### src/rtl/sram_eng_pkg.sv
package sram_eng_pkg;

    localparam int LANES  = 4;
    localparam int DATA_W = 32;
    localparam int WIN_W  = 12;

    typedef struct packed {
        logic       cs;
        logic       re_n;
        logic       we_n;
        logic       adv;
        logic [3:0] fn_data;
        logic [3:0] dir_out;
        logic [7:0] sel;
    } stage_ctl_t;

    localparam stage_ctl_t CTL_RESET = '{cs: 1'b0, re_n: 1'b1, we_n: 1'b1, adv: 1'b1,
                                         fn_data: 4'h0, dir_out: 4'h0, sel: 8'h00};

    typedef enum logic [1:0] {
        PH_IDLE = 2'd0,
        PH_RUN  = 2'd1,
        PH_GAP  = 2'd2
    } phase_e;

endpackage

### src/rtl/sram_cmd_table.sv
module sram_cmd_table
    import sram_eng_pkg::*;
#(
    parameter int NUM_CMDS  = 16,
    parameter int CNT_W     = 4,
    parameter int REQ_CNT_W = 16
) (
    input  logic                        clk,
    input  logic                        rst_n,
    input  logic                        wr_en,
    input  logic [$clog2(NUM_CMDS)-1:0] wr_idx,
    input  stage_ctl_t                  wr_ctl,
    input  logic [REQ_CNT_W-1:0]        wr_cycles,
    input  logic [$clog2(NUM_CMDS)-1:0] rd_idx,
    output stage_ctl_t                  rd_ctl,
    output logic [CNT_W-1:0]            rd_cnt
);
    localparam logic [CNT_W-1:0] CNT_MAX = '1;

    stage_ctl_t         ctl_d [NUM_CMDS];
    stage_ctl_t         ctl_q [NUM_CMDS];
    logic [CNT_W-1:0]   cnt_d [NUM_CMDS];
    logic [CNT_W-1:0]   cnt_q [NUM_CMDS];
    logic [CNT_W-1:0]   clamped;

    always_comb begin
        if (wr_cycles > REQ_CNT_W'(CNT_MAX)) clamped = CNT_MAX;
        else                                 clamped = wr_cycles[CNT_W-1:0];
    end

    always_comb begin
        for (int i = 0; i < NUM_CMDS; i++) begin
            ctl_d[i] = ctl_q[i];
            cnt_d[i] = cnt_q[i];
        end
        if (wr_en) begin
            ctl_d[wr_idx] = wr_ctl;
            cnt_d[wr_idx] = clamped;
        end
    end

    always_ff @(posedge clk or negedge rst_n) begin
        if (!rst_n) begin
            for (int i = 0; i < NUM_CMDS; i++) begin
                ctl_q[i] <= CTL_RESET;
                cnt_q[i] <= '0;
            end
        end else begin
            for (int i = 0; i < NUM_CMDS; i++) begin
                ctl_q[i] <= ctl_d[i];
                cnt_q[i] <= cnt_d[i];
            end
        end
    end

    assign rd_ctl = ctl_q[rd_idx];
    assign rd_cnt = cnt_q[rd_idx];

endmodule

### src/rtl/sram_win_decode.sv
module sram_win_decode
    import sram_eng_pkg::*;
#(
    parameter int NUM_CS = 2,
    parameter int CS_W   = 1
) (
    input  logic [WIN_W-1:0]        addr_hi,
    input  logic [NUM_CS*WIN_W-1:0] lo,
    input  logic [NUM_CS*WIN_W-1:0] hi,
    output logic                    hit,
    output logic [CS_W-1:0]         idx
);
    logic [NUM_CS-1:0] match;

    for (genvar g = 0; g < NUM_CS; g++) begin : g_win
        assign match[g] = (addr_hi >= lo[g*WIN_W +: WIN_W]) &&
                          (addr_hi <= hi[g*WIN_W +: WIN_W]);
    end

    always_comb begin
        idx = '0;
        for (int i = NUM_CS - 1; i >= 0; i--) begin
            if (match[i]) idx = CS_W'(i);
        end
    end

    assign hit = |match;

endmodule

### src/rtl/sram_lane_mux.sv
module sram_lane_mux
    import sram_eng_pkg::*;
(
    input  logic              active,
    input  stage_ctl_t        ctl,
    input  logic [DATA_W-1:0] addr,
    input  logic [DATA_W-1:0] wdata,
    input  logic [LANES-1:0]  be,
    input  logic              dm_hi,
    input  logic [DATA_W-1:0] lane_in,
    input  logic [DATA_W-1:0] rdata_cur,
    output logic [DATA_W-1:0] lane_out,
    output logic [LANES-1:0]  lane_oe,
    output logic [LANES-1:0]  dm,
    output logic [DATA_W-1:0] rdata_next
);
    for (genvar g = 0; g < LANES; g++) begin : g_lane
        logic [1:0] s;
        logic [7:0] pick;
        assign s    = ctl.sel[2*g +: 2];
        assign pick = ctl.fn_data[g] ? wdata[{s, 3'b000} +: 8] : addr[{s, 3'b000} +: 8];
        assign lane_out[8*g +: 8] = active ? pick : 8'h00;
        assign lane_oe[g] = active & ctl.dir_out[g];
        assign dm[g] = (active && ctl.fn_data[g] && be[s]) ? dm_hi : ~dm_hi;
    end

    always_comb begin
        rdata_next = rdata_cur;
        for (int i = 0; i < LANES; i++) begin
            if (ctl.fn_data[i] && !ctl.dir_out[i]) begin
                rdata_next[{ctl.sel[2*i +: 2], 3'b000} +: 8] = lane_in[8*i +: 8];
            end
        end
    end

endmodule

### src/rtl/sram_cmd_engine.sv
module sram_cmd_engine
    import sram_eng_pkg::*;
#(
    parameter int NUM_CS    = 2,
    parameter int NUM_CMDS  = 16,
    parameter int CNT_W     = 4,
    parameter int REQ_CNT_W = 16,
    parameter int GAP_CYC   = 2
) (
    input  logic                                clk,
    input  logic                                rst_n,
    input  logic                                cfg_we,
    input  logic [$clog2(NUM_CMDS)-1:0]         cfg_idx,
    input  logic [19:0]                         cfg_ctl,
    input  logic [REQ_CNT_W-1:0]                cfg_cycles,
    input  logic [NUM_CS*12-1:0]                win_lo,
    input  logic [NUM_CS*12-1:0]                win_hi,
    input  logic [NUM_CS*$clog2(NUM_CMDS)-1:0]  rd_first,
    input  logic [NUM_CS*$clog2(NUM_CMDS)-1:0]  rd_last,
    input  logic [NUM_CS*$clog2(NUM_CMDS)-1:0]  wr_first,
    input  logic [NUM_CS*$clog2(NUM_CMDS)-1:0]  wr_last,
    input  logic [NUM_CS-1:0]                   cs_on_lvl,
    input  logic [NUM_CS-1:0]                   dm_on_hi,
    input  logic                                adv_on_lvl,
    input  logic                                req_valid,
    output logic                                req_ready,
    input  logic                                req_write,
    input  logic [31:0]                         req_addr,
    input  logic [31:0]                         req_wdata,
    input  logic [3:0]                          req_be,
    output logic                                rsp_done,
    output logic                                rsp_err,
    output logic [31:0]                         rsp_rdata,
    output logic [NUM_CS-1:0]                   mem_cs,
    output logic                                mem_re_n,
    output logic                                mem_we_n,
    output logic                                mem_adv,
    output logic [31:0]                         lane_out,
    output logic [3:0]                          lane_oe,
    input  logic [31:0]                         lane_in,
    output logic [3:0]                          mem_dm
);
    localparam int IDX_W = $clog2(NUM_CMDS);
    localparam int CS_W  = (NUM_CS > 1) ? $clog2(NUM_CS) : 1;
    localparam int GAP_W = $clog2(GAP_CYC) + 1;

    typedef struct packed {
        phase_e             phase;
        logic [IDX_W-1:0]   ptr;
        logic [IDX_W-1:0]   last;
        logic [CNT_W-1:0]   cnt;
        logic [GAP_W-1:0]   gap;
        logic [CS_W-1:0]    cs;
        logic               wr;
        logic [31:0]        addr;
        logic [31:0]        wdata;
        logic [3:0]         be;
        logic [31:0]        rdata;
        logic               done;
        logic               err;
    } seq_t;

    seq_t seq_d, seq_q;

    stage_ctl_t         cur_ctl;
    logic [CNT_W-1:0]   cur_cnt;
    logic [CNT_W-1:0]   stage_last;
    logic               stage_end;
    logic               active;
    logic               win_hit;
    logic [CS_W-1:0]    win_idx;
    logic [31:0]        rdata_merged;
    logic [31:0]        lane_out_w;
    logic [3:0]         lane_oe_w;
    logic [3:0]         dm_w;

    sram_cmd_table #(
        .NUM_CMDS  (NUM_CMDS),
        .CNT_W     (CNT_W),
        .REQ_CNT_W (REQ_CNT_W)
    ) i_table (
        .clk       (clk),
        .rst_n     (rst_n),
        .wr_en     (cfg_we),
        .wr_idx    (cfg_idx),
        .wr_ctl    (stage_ctl_t'(cfg_ctl)),
        .wr_cycles (cfg_cycles),
        .rd_idx    (seq_q.ptr),
        .rd_ctl    (cur_ctl),
        .rd_cnt    (cur_cnt)
    );

    sram_win_decode #(
        .NUM_CS (NUM_CS),
        .CS_W   (CS_W)
    ) i_win (
        .addr_hi (req_addr[31:20]),
        .lo      (win_lo),
        .hi      (win_hi),
        .hit     (win_hit),
        .idx     (win_idx)
    );

    assign active = (seq_q.phase == PH_RUN);

    sram_lane_mux i_lanes (
        .active     (active),
        .ctl        (cur_ctl),
        .addr       (seq_q.addr),
        .wdata      (seq_q.wdata),
        .be         (seq_q.be),
        .dm_hi      (dm_on_hi[seq_q.cs]),
        .lane_in    (lane_in),
        .rdata_cur  (seq_q.rdata),
        .lane_out   (lane_out_w),
        .lane_oe    (lane_oe_w),
        .dm         (dm_w),
        .rdata_next (rdata_merged)
    );

    assign stage_last = (cur_cnt == '0) ? '0 : cur_cnt - 1'b1;
    assign stage_end  = (seq_q.cnt == stage_last);

    always_comb begin
        seq_d      = seq_q;
        seq_d.done = 1'b0;
        seq_d.err  = 1'b0;
        case (seq_q.phase)
            PH_IDLE: begin
                if (req_valid) begin
                    if (win_hit) begin
                        seq_d.phase = PH_RUN;
                        seq_d.cs    = win_idx;
                        seq_d.wr    = req_write;
                        seq_d.addr  = req_addr;
                        seq_d.wdata = req_wdata;
                        seq_d.be    = req_be;
                        seq_d.rdata = '0;
                        seq_d.cnt   = '0;
                        seq_d.ptr   = req_write ? wr_first[int'(win_idx)*IDX_W +: IDX_W]
                                                : rd_first[int'(win_idx)*IDX_W +: IDX_W];
                        seq_d.last  = req_write ? wr_last[int'(win_idx)*IDX_W +: IDX_W]
                                                : rd_last[int'(win_idx)*IDX_W +: IDX_W];
                    end else begin
                        seq_d.phase = PH_GAP;
                        seq_d.gap   = '0;
                        seq_d.done  = 1'b1;
                        seq_d.err   = 1'b1;
                    end
                end
            end
            PH_RUN: begin
                if (stage_end) begin
                    if (!cur_ctl.re_n) seq_d.rdata = rdata_merged;
                    seq_d.cnt = '0;
                    if (seq_q.ptr == seq_q.last) begin
                        seq_d.phase = PH_GAP;
                        seq_d.gap   = '0;
                        seq_d.done  = 1'b1;
                    end else begin
                        seq_d.ptr = seq_q.ptr + 1'b1;
                    end
                end else begin
                    seq_d.cnt = seq_q.cnt + 1'b1;
                end
            end
            PH_GAP: begin
                if (seq_q.gap == GAP_W'(GAP_CYC - 2)) seq_d.phase = PH_IDLE;
                else                                  seq_d.gap   = seq_q.gap + 1'b1;
            end
            default: seq_d.phase = PH_IDLE;
        endcase
    end

    always_ff @(posedge clk or negedge rst_n) begin
        if (!rst_n) seq_q <= '0;
        else        seq_q <= seq_d;
    end

    always_comb begin
        for (int i = 0; i < NUM_CS; i++) begin
            if (active && (seq_q.cs == CS_W'(i))) mem_cs[i] = cur_ctl.cs;
            else                                   mem_cs[i] = ~cs_on_lvl[i];
        end
    end

    assign mem_re_n  = active ? cur_ctl.re_n : 1'b1;
    assign mem_we_n  = active ? cur_ctl.we_n : 1'b1;
    assign mem_adv   = active ? cur_ctl.adv  : ~adv_on_lvl;
    assign lane_out  = lane_out_w;
    assign lane_oe   = lane_oe_w;
    assign mem_dm    = active ? dm_w : {4{~dm_on_hi[seq_q.cs]}};
    assign req_ready = (seq_q.phase == PH_IDLE);
    assign rsp_done  = seq_q.done;
    assign rsp_err   = seq_q.err;
    assign rsp_rdata = seq_q.rdata;

endmodule

### config.mk
export PLATFORM = sky130hd
export DESIGN_NAME = sram_cmd_engine
export DESIGN_NICKNAME = d
export VERILOG_FILES = /design/src/rtl/sram_eng_pkg.sv /design/src/rtl/sram_cmd_table.sv /design/src/rtl/sram_win_decode.sv /design/src/rtl/sram_lane_mux.sv /design/src/rtl/sram_cmd_engine.sv
export SDC_FILE = /design/constraint.sdc
export NUM_CORES = 1
export LEC_CHECK = 0
export CAP_MARGIN = 20
export CORE_MARGIN = 2
export CORE_UTILIZATION = 65
export DETAILED_ROUTE_END_ITERATION = 16
export DONT_BUFFER_PORTS = 1
export PLACE_DENSITY = 0.81
export SLEW_MARGIN = 0
export SYNTH_ARGS = -nofsm -noshare
export SYNTH_HDL_FRONTEND = slang
export SYNTH_SLANG_ARGS = --single-unit
### constraint.sdc
create_clock -name clk -period 5.8 [get_ports clk]
set_clock_uncertainty 0.1 [all_clocks]
set_input_delay 1.16 -clock clk [delete_from_list [all_inputs] [get_ports clk]]
set_output_delay 1.16 -clock clk [all_outputs]
set_load 0.02 [all_outputs]
## Word-level counts from Yosys, hierarchy flattened

Index checks and enable logic that the tools add are counted.

- Memories kept: 0
- Bits of input ports: 230
- Word-level logic and storage cells: 316
- Latch bits: 0
- Memory bits (writable): 0
- Flip-flop bits (word level): 504
- Bits in read-only memories: 0
- Output and inout port bits: 80

- Equal/unequal tests: 13
- Multiplexer cells: 77
- Bitwise operators: 11
- Shifts and indexed selects: 20
- Reduce and logical (&&, ||, !) cells: 33
- Magnitude comparators: 13
- $mul: 0
- Divide/modulo/power cells: 0
- Add/sub/neg operators: 8

Operator list:

| kind | count |
|---|---|
| $bwmux W320 | 1 |
| $shiftx A32 B6 Y8 | 8 |
| $mux W32 | 5 |
| $bwmux W32 | 4 |
| $shift A8 B7 Y32 const A | 4 |
| $shiftx A8 B7 Y32 | 4 |
| $mux W120 | 1 |
| $mux W102 | 1 |
| $bmux W20 S4 | 1 |
| $demux W20 S4 | 1 |
| $pmux W33 S2 | 1 |
| $bwmux W64 | 1 |
| $mux W8 | 8 |
| $mux W20 | 3 |
| $mux W4 | 10 |
| $mux W33 | 1 |
| $shiftx A8 B4 Y4 | 4 |
| $neg A5 Y7 | 4 |
| $ge A12 B12 Y1 | 2 |
| $le A12 B12 Y1 | 2 |
| $mux W1 | 19 |
| $logic_and A1 B1 Y1 | 17 |
| $bmux W4 S4 | 1 |
| $demux W4 S4 | 1 |
| other kinds (32) | 71 |

## Logic depth before layout (Yosys ltp)

- Depth in word-level cells: 17
- Depth in mapped cells: 18

## Modules after synthesis

A second synthesis with hierarchy kept.

- Cells, all modules: 2156
- Area total of the unflattened synthesis: 28169.5 um2

Modules (own cells, without submodules):

| module | cells an instance | area an instance (um2) | times used |
|---|---|---|---|
| sram_cmd_table | 1066 | 17244.0 | 1 |
| sram_cmd_engine | 405 | 5472.7 | 1 |
| sram_lane_mux | 522 | 4239.1 | 1 |
| sram_win_decode | 163 | 1213.7 | 1 |

## Worst setup path before layout

Ideal clock, no wire load.

- Path type: register -> register
- Start: register seq_q[114] (netlist bit)
- End: register seq_q, in the netlist rsp_rdata[30]
- Data arrival time: 4.452 ns
- Clock period less this slack: 4.618 ns
- Slack: 1.182 ns
- Stages on the path, launching flop included: 17
- Setup time: 0.066 ns
- Path through: dfrtp_1 > buf_4 > buf_6 > buf_4 > buf_4 > buf_2 > buf_2 > mux4_2 > mux4_2 > buf_2 > clkinv_1 > ha_1 > nor4_1 > a32o_1 > nand2_1 > o21ai_0 > a221o_1

- Longest elaborated chain between the ends: 17

Ends and longest elaborated chain:

| item | RTL line | text |
|---|---|---|
| from (decl) | sram_cmd_engine.sv:63 | `seq_t seq_d, seq_q;` |
| from (signal assigned) | sram_cmd_engine.sv:177 | `else seq_q <= seq_d;` |
| $not A4 Y5 (not written as such) (*) | sram_cmd_table.sv:56, sram_cmd_table.sv:57 |  |
| $bmux W20 S4 | sram_cmd_table.sv:56 | `assign rd_ctl = ctl_q[rd_idx];` |
| $mux W20 (not written as such) (2 in a row) | sram_cmd_table.sv:56 |  |
| $neg A5 Y7 | sram_lane_mux.sv:31 | `rdata_next[{ctl.sel[2*i +: 2], 3'b000} +: 8] = lane_in[8*i +: 8];` |
| $shiftx A8 B7 Y32 or $shift A8 B7 Y32 (tied branches) | sram_lane_mux.sv:31 |  |
| $bwmux W32 | sram_lane_mux.sv:31 |  |
| $mux W32 | sram_lane_mux.sv:30 | `if (ctl.fn_data[i] && !ctl.dir_out[i]) begin` |
| $bwmux W32 | sram_lane_mux.sv:31 |  |
| $mux W32 | sram_lane_mux.sv:30 |  |
| $bwmux W32 | sram_lane_mux.sv:31 |  |
| $mux W32 | sram_lane_mux.sv:30 |  |
| $bwmux W32 | sram_lane_mux.sv:31 |  |
| $mux W32 | sram_lane_mux.sv:30 |  |
| $mux W32 | sram_cmd_engine.sv:154 | `if (!cur_ctl.re_n) seq_d.rdata = rdata_merged;` |
| $mux W33 | sram_cmd_engine.sv:153 | `if (stage_end) begin` |
| $pmux W33 S2 | sram_cmd_engine.sv:128 | `case (seq_q.phase)` |

Mark *: on every way between the ends. The rest lies on a longest branch, timed or not. The select of a mux whose other input is x is not followed.
A chain may end at the register's enable or synchronous reset.

## Final worst setup path

- Start: register seq_q[114] (netlist bit)
- End: output lane_out[11]

- Longest elaborated chain between the ends: 7

Ends and longest elaborated chain:

| item | RTL line | text |
|---|---|---|
| $not A4 Y5 (not written as such) (*) | sram_cmd_table.sv:56 |  |
| $bmux W20 S4 (*) | sram_cmd_table.sv:56 |  |
| $mux W20 (not written as such) (*) (2 in a row) | sram_cmd_table.sv:56 |  |
| $shiftx A32 B6 Y8 | sram_lane_mux.sv:21 | `assign pick = ctl.fn_data[g] ? wdata[{s, 3'b000} +: 8] : addr[{s, 3'b000} +: 8];` |
| $mux W8 (*) | sram_lane_mux.sv:21 |  |
| $mux W8 (*) | sram_lane_mux.sv:22 | `assign lane_out[8*g +: 8] = active ? pick : 8'h00;` |
| to (decl) | sram_cmd_engine.sv:38 | `output logic [31:0] lane_out,` |

Marked as above.

==> results.md <==
* Vias in the first global route at 19,500
* Setup WS post-layout at 228 ps
* Layout cells sized above 1 at 0.377
* Max Cap Viol at 0
* GR Overflow Total at 0
* Area occupied by multi-input gates at 0.0141 sq mm
* DR vias/cell at 7.02
* TritonCTS buffer count at between 50 and 60
* Commonest non-fill, non-tap cells in the layout: dfrtp_1, mux2_2, mux4_2, nand2_1, a21oi_1
* Setup violations, final at 0
* Clk pin slew, worst setup/hold paths at 60 ps
* Commonest non-fill, non-tap cell in the layout: dfrtp_1
* Worst EP arrival at roughly 4300 ps
* DIE WIDTH at roughly 210 um
* IO buf count at 0
* Required @ worst endpoint at 4540 ps
* Starting Density at 0.661
* LEAKAGE at 12.3 nW
* Nets@finish at 2,392
* Synth Cell Area at 0.0278 sq mm
* Syn Nets at 2,472
* Critical path's top delay family: multiplexers
* WL/cell at slightly below 30 um
* Max VDD drop at 0.329 mV
* DRT iter0 DRCs at 2,057
* FF/Latch Area at 0.0127 sq mm
* RSZ-0062 raised after global routing: false
* Number of synthesis warnings at 0
* CTS tree: done
* Setup WS pre-CTS at 835 ps
* P per Cell Area at between 500 and 600 mW/mm^2
* Drt drc at 0
* Final core occ at 0.714
* Clk buf depth at 3
* Drt first pass iters at 6
* Pin count of the biggest net entering global routing at a little over 500
* Startpoint types: register
* Syn Area/Cell at 12.8 sq um
* Slew Limit Headroom at -0.442
* Total Wirelength at a little under 80,000 um
* CTS root buffer: clkbuf_16
* Post-synth EDFFs at 0
* Total negative slack at 0 ps
* Synth Register Bits at 503
* Fmax at 179 MHz
* Area Growth Syn to Fin at 8.01%
* H-tree levels at 2
* Clock sink total at 503
* Post-CTS setup buffers at 0
* Min cycle time layout at 5570 ps
* Initial antenna violation count at 9
* Core area at 0.0420 sq mm
* Worst skew pair latency at 620 ps
* CP dominant cell by count: mux4_2
* Flop-to-flop setup slack at 760 ps
* Max incr delay on CP at around 900 ps
* First-pass GRT wire length at 118,000 um
* CTS Hold Buffers Added at 0
* Worst-path cell chain: buf_4, mux4_2, mux4_2, mux4_2, nand2_1, a21oi_1
* DP HPWL at 49,700 um
* Worst Setup End Kind: output port
* Reg2reg path depth at 11
* Vias at 18,800
* Crit path max fanout at 38
* Failing checks: slew limit
* Worst min-delay path class: in -> async
* Final worst path period share at 0.961
* Worst Path Buf+Inv at 1
* Status: finished with violations
* Post-cts gate resize count at 0
* Filler Cells Inserted at 2,766
* IO Pins at 310
* Reg2reg end: rsp_rdata[16]
* Row count at 75
* Final Max Tran Viols at 344
* RR Startpoint: seq_q[115]
* Die H at 211 um
* Synth unique cells at a little over 70
* Die footprint at 0.0445 sq mm
* Worst slew pin tran at about 2200 ps
* Post-synth top flop: dfrtp_1
* Sequential area share after synthesis at 0.455
* Syn Inst Count at 2,167
* GRT Resource Usage Total at 0.353
* Asr flop ratio synth at 1.00
* GP Congestion at 0.998
* Antenna Nets Post-Route at 0
* Final hold vios at 0
* WS Path Type: reg -> out
* CP max-delay cell: dfrtp_4
## power by group
part           internal, mW  switching [mW]
registers              4.47           0.904
logic                  3.21            3.26
clock network          2.20            1.46
total                  9.88            5.63
## layout make-up
class                   instances  share of cell area
flip-flops and latches        503               0.421
clock buffers                  70              0.0492
diodes                          6            0.000500
repair buffers                 48              0.0154
inverters                      75             0.00937
well taps                     539              0.0225
clock inverters                25              0.0132
multi-input cells            1408               0.468
## stage by stage
step / hold slack (ps) / instance area, sq um / total power, mW / cells
after floorplan: 345 / 27800 / 10.2 / 2167
after global placement: 359 / 28000 / 11.6 / 2566
after detailed placement: 367 / 28000 / 11.8 / 2566
after CTS: 136 / 29900 / 15.5 / 2661
after global routing: 147 / 30000 / 16.3 / 2669
final: 153 / 30000 / 15.5 / 2674
## worst max path at each step
| stage | startpoint | end | slack [ps] | depth (start not counted) |
|---|---|---|---|---|
| 2_1_floorplan | seq_q[114] | rsp_rdata[30] | 1180 | 16 |
| 3_3_place_gp | seq_q[114] | lane_out[2] | 870 | 6 |
| 3_5_place_dp | seq_q[115] | rsp_rdata[16] | 830 | 11 |
| 4_1_cts | seq_q[114] | lane_out[2] | 200 | 6 |
| 5_1_grt | seq_q[114] | lane_out[2] | 70 | 6 |
| 6_report | seq_q[114] | lane_out[11] | 230 | 6 |
## cells in the mapped netlist, types with 4 or more instances
cell / n / area (sq um)
nand3_1: 19 / 95.1
xnor2_1: 8 / 70.1
nor2_1: 95 / 357
a22oi_1: 17 / 128
nand3b_1: 4 / 30.0
a221oi_1: 16 / 140
nor3b_2: 4 / 50.1
inv_1: 70 / 263
clkinv_1: 4 / 15.0
buf_6: 6 / 67.6
a2111oi_0: 5 / 43.8
and2_1: 10 / 62.6
a21oi_1: 137 / 686
nor2b_1: 11 / 68.8
nor3_1: 7 / 35.0
nor4_1: 4 / 25.0
buf_1: 17 / 63.8
o21ai_0: 52 / 260
mux2i_1: 14 / 140
clkbuf_1: 93 / 349
buf_4: 36 / 270
a31oi_1: 6 / 37.5
dfrtp_1: 455 / 11400
nor3b_1: 11 / 82.6
a22o_1: 24 / 210
a211oi_1: 6 / 45.0
a221o_1: 8 / 80.1
nand2b_1: 13 / 81.3
nand2_1: 165 / 619
a222oi_1: 8 / 80.1
ha_1: 75 / 938
dfstp_2: 48 / 1260
mux4_2: 189 / 4260
o2bb2ai_1: 18 / 158
nand4_1: 10 / 62.6
a21o_1: 16 / 120
o21a_1: 5 / 37.5
buf_2: 29 / 145
mux2_2: 400 / 4500
and3_1: 4 / 25.0
## cells by family (layout without fill, tap and decap cells)
group,after synthesis,after routing,synth area share
other cells,0,6,0
xor+xnor,8,8,0.00252
buf+inv,256,218,0.0423
simple gates,371,371,0.0621
mux,603,603,0.320
flops,503,503,0.455
compound gates,351,351,0.0844
fa+ha+maj,75,75,0.0337
## registers in the layout, summed over array words and instances, names as in the netlist
name	count
i_table.cnt_q	64
i_table.ctl_q	320
rsp_done	1
rsp_err	1
rsp_rdata	32
seq_q	85
## routing by layer
metal | vias up | wire length, um | GRT usage | part of all wire
li1 | 7924 | - | - | -
met1 | 9804 | 30500 | 0.470 | 0.40
met2 | 850 | 37000 | 0.562 | 0.48
met3 | 188 | 6910 | 0.0897 | 0.090
met4 | 10 | 2480 | 0.138 | 0.032
met5 | - | 69 | 0 | 0.00090
No activity file was read; power rests on OpenSTA's default activity.
